$ cat config.mk
export PLATFORM = sky130hd
export DESIGN_NAME = bcd_ripple_adder
export DESIGN_NICKNAME = d
export VERILOG_FILES = /design/src/rtl/bcd_add_pkg.sv /design/src/rtl/bcd_nibble_valid.sv /design/src/rtl/bcd_digit_adder.sv /design/src/rtl/bcd_ripple_adder.sv
export SDC_FILE = /design/constraint.sdc
export NUM_CORES = 1
export LEC_CHECK = 0
export CAP_MARGIN = 20
export CORE_MARGIN = 3
export CORE_UTILIZATION = 35
export DETAILED_ROUTE_END_ITERATION = 12
export DONT_BUFFER_PORTS = 1
export SLEW_MARGIN = 10
export SYNTH_ARGS = -nofsm -noshare
export SYNTH_HDL_FRONTEND = slang
export SYNTH_SLANG_ARGS = --single-unit
$ cat constraint.sdc
create_clock -name vclk -period 19.5
set_input_delay 4.875 -clock vclk [all_inputs]
set_output_delay 4.875 -clock vclk [all_outputs]
set_load 0.01 [all_outputs]
$ cat src/rtl/bcd_add_pkg.sv
package bcd_add_pkg;

    localparam int NIB_W   = 4;
    localparam int RAW_W   = NIB_W + 1;
    localparam int MAX_DEC = 9;
    localparam int FIX_ADD = 16 - (MAX_DEC + 1);

    typedef logic [NIB_W-1:0] digit_t;
    typedef logic [RAW_W-1:0] raw_t;

    typedef struct packed {
        digit_t digit;
        logic   cout;
    } digit_res_t;

    function automatic logic is_legal(input digit_t d);
        return (d <= digit_t'(MAX_DEC));
    endfunction

    function automatic logic over_nine(input raw_t r);
        return (r > raw_t'(MAX_DEC));
    endfunction

endpackage

$ cat src/rtl/bcd_nibble_valid.sv
module bcd_nibble_valid
    import bcd_add_pkg::*;
(
    input  digit_t nib,
    output logic   legal
);
    always_comb legal = is_legal(nib);
endmodule

$ cat src/rtl/bcd_digit_adder.sv
module bcd_digit_adder
    import bcd_add_pkg::*;
(
    input  digit_t     x,
    input  digit_t     y,
    input  logic       cin,
    output digit_res_t res
);
    raw_t raw;
    raw_t fixed;
    logic corr;

    always_comb begin
        raw   = raw_t'(x) + raw_t'(y) + raw_t'(cin);
        corr  = over_nine(raw);
        fixed = corr ? (raw + raw_t'(FIX_ADD)) : raw;
        res.digit = fixed[NIB_W-1:0];
        res.cout  = corr;
    end
endmodule

$ cat src/rtl/bcd_ripple_adder.sv
module bcd_ripple_adder
    import bcd_add_pkg::*;
#(
    parameter int DIGITS = 3
) (
    input  logic [NIB_W*DIGITS-1:0]       a,
    input  logic [NIB_W*DIGITS-1:0]       b,
    output logic [NIB_W*DIGITS+NIB_W-1:0] sum,
    output logic [DIGITS-1:0]             ok_a,
    output logic [DIGITS-1:0]             ok_b
);
    localparam int OP_W = NIB_W * DIGITS;

    logic [DIGITS:0] dcarry;
    assign dcarry[0] = 1'b0;

    for (genvar g = 0; g < DIGITS; g++) begin : g_digit
        digit_res_t r;

        bcd_nibble_valid u_va (.nib(a[NIB_W*g +: NIB_W]), .legal(ok_a[g]));
        bcd_nibble_valid u_vb (.nib(b[NIB_W*g +: NIB_W]), .legal(ok_b[g]));

        bcd_digit_adder u_add (
            .x   (a[NIB_W*g +: NIB_W]),
            .y   (b[NIB_W*g +: NIB_W]),
            .cin (dcarry[g]),
            .res (r)
        );

        assign sum[NIB_W*g +: NIB_W] = r.digit;
        assign dcarry[g+1]           = r.cout;
    end

    assign sum[OP_W +: NIB_W] = {{(NIB_W-1){1'b0}}, dcarry[DIGITS]};
endmodule

==> reports/summary.md <==
### Power
- **Power Dens Cells** 58.85 nW/um^2
- **leakage power** 0.0003964 uW
- **Peak VDD IR** 0.01941 mV

### Layout
- **net count of the finished layout** 142
- **area overhead of the layout relative to synthesis** -4.103%
- **Antenna Cells** 0
- **Clock Buffer Count** 0
- **layout cells sized above 1** 4.167%
- **end-of-flow core utilization** 37.92%
- **sequential cells** 0
- **Sequential cell area** 0 sq um

### Global routing
- **total track usage** 11.34%
- **global route total overflow** 0
- **via count of the first global-routing pass** 688
- **maximum number of pins on one net before global-route repair** 6
- **antenna violations before repair** 0
- **global-route wire length before repair** 2670 um

### Worst setup path
- **Worst path slowest cell** fa_1
- **kind of critical path** primary input to primary output
- **startpoint types** primary input
- **Max Fanout on Critical Path** 5
- **stage delay of the slowest cell on the critical path** 460 ps
- **crit-path leading delay family** adder cells
- **arrival time reported for the critical path endpoint** 10380 ps
- **required time at the endpoint of the critical path** 14620 ps
- **WP buf/inv** 6
- **critical path capture point type** primary output
- **Most Frequent Cell on Critical Path** inv_1

### Floorplan
- **starting density of the core** 39.54%
- **Die Outline Area** 2970 sq um
- **IO Pins** 46
- **chip height** 54.50 um
- **Core Footprint** 2082 sq um
- **overall die width** 54.50 um
- **row count** 16

### Routing
- **count of nets left with antenna violations after detail routing** 0
- **Via density** 5.512
- **vias** 678
- **count of TritonRoute iterations in the first routing pass** 4
- **Routed WL** 1629 um
- **number of design-rule violations left by the first detailed-router iteration** 1
- **DRC viols** 0
- **average wire per cell in the routed design** 13.24 um

### Job
- **Maximum Capacitance Violations** 0

### Clock network
- **post-cts gate resize count** 0
- **hold-fix buffer count after cts** 0
- **count of buffers added by post-CTS timing repair for setup** 0

### Timing
- **number of max-slew violations in the final report** 0
- **min Tclk post-route** 15250 ps
- **Final Setup Violations** 0
- **final sum of negative setup slack** 0 ps
- **maximum clock rate** 65.56 MHz
- **unrepaired setup endpoints after global routing** false
- **count of endpoints failing hold in the final timing report** 0
- **fraction of the cycle the final worst path needs** 78.22%

### Logic synthesis
- **share of the yosys chip area belonging to registers** 0%
- **post-synth cell types** 28
- **Post-Synthesis Cells** 104
- **cell area after technology mapping** 823.3 sq um
- **average cell area after synthesis** 7.916 sq um
- **number of warnings reported in the yosys synthesis log** 0

### Placement
- **dpl hpwl** 1519 um
- **number of port buffers** 0
- **Placer Congestion** 0.6722

### Outcome
- **run status** completed

### Worst hold path
- **path class of the lowest-slack min-delay path** primary input to primary output

layer usage:
| metal | global-route usage [%] | share of wire (%) |
|---|---|---|
| met3 | 1.362 | 6.7 |
| met5 | 0 | 0 |
| met1 | 12.20 | 40 |
| met2 | 24.10 | 53 |
| met4 | 0 | 0 |
logic make-up after synthesis:
family | synth area share, %
simple gates | 11.70
xor+xnor | 6.383
mux | 4.863
buf+inv | 16.87
compound gates | 24.77
fa+ha+maj | 34.95
other cells | 0.4555
where the power goes:
group          leakage [uW]  switching [uW]  internal [uW]
sequential                0               0              0
clock                     0               0              0
combinational      0.000396            27.6           18.9
total              0.000396            27.6           18.9
Yosys cell counts:
cell type   n  area share (%)
inv_1      17             7.8
ha_1       15              23
buf_4      10             9.1
a21oi_1     7             4.3
o21ai_0     7             4.3
fa_1        5              12
xnor2_1     5             5.3
mux2i_1     4             4.9
a21boi_0    3             2.7
a21o_1      3             2.7
nor2_1      3             1.4
or2_2       3             2.3
a22o_1      2             2.1
a31oi_1     2             1.5
and3_1      2             1.5
and3b_1     2             2.1
nand3b_1    2             1.8
o31a_1      2             2.1
a2111oi_0   1             1.1
a32o_1      1             1.2
conb_1      1            0.46
nand2_1     1            0.46
nand2b_1    1            0.76
nand3_1     1            0.61
nor2b_1     1            0.76
o22ai_1     1            0.76
o311ai_2    1             2.0
xor2_1      1             1.1
placed cells by master (no fill, tap or decap), drive strengths merged, types with 2 or more instances in the layout:
cell	n
a21oi	7
nor2	3
and3b	2
o31a	2
nand3b	2
mux2i	4
xnor2	5
a21o	3
o21ai	7
a21boi	3
conb	3
and3	2
a31oi	2
ha	15
inv	17
or2	3
fa	5
a22o	2
final timing paths:
check	end	cells past startpoint	slack, ps	from
setup / recovery	sum[10]	25	4250	a[0]
hold / removal	ok_a[0]	1	9870	a[2]
through the flow:
stage                     cells  worst slack (ps)  hold slack (ps)  cell area, sq um  power, uW
after detailed placement    123              4188             9876             789.5      47.13
after CTS                   123              4172             9876             789.5      47.42
after global placement      123              4330             9879             789.5      45.44
after floorplan             106              4677             9911             830.8      42.22
after global routing        123              3859             9879             789.5      52.83
final                       123              4247             9872             789.5      46.46
final cells by class:
cell class         instances  area [sq um]
fillers                  228          1292
multi-input cells         79         691.9
inverters                 17         63.81
well taps                 27         33.78
(Power assumes the default switching activity.)
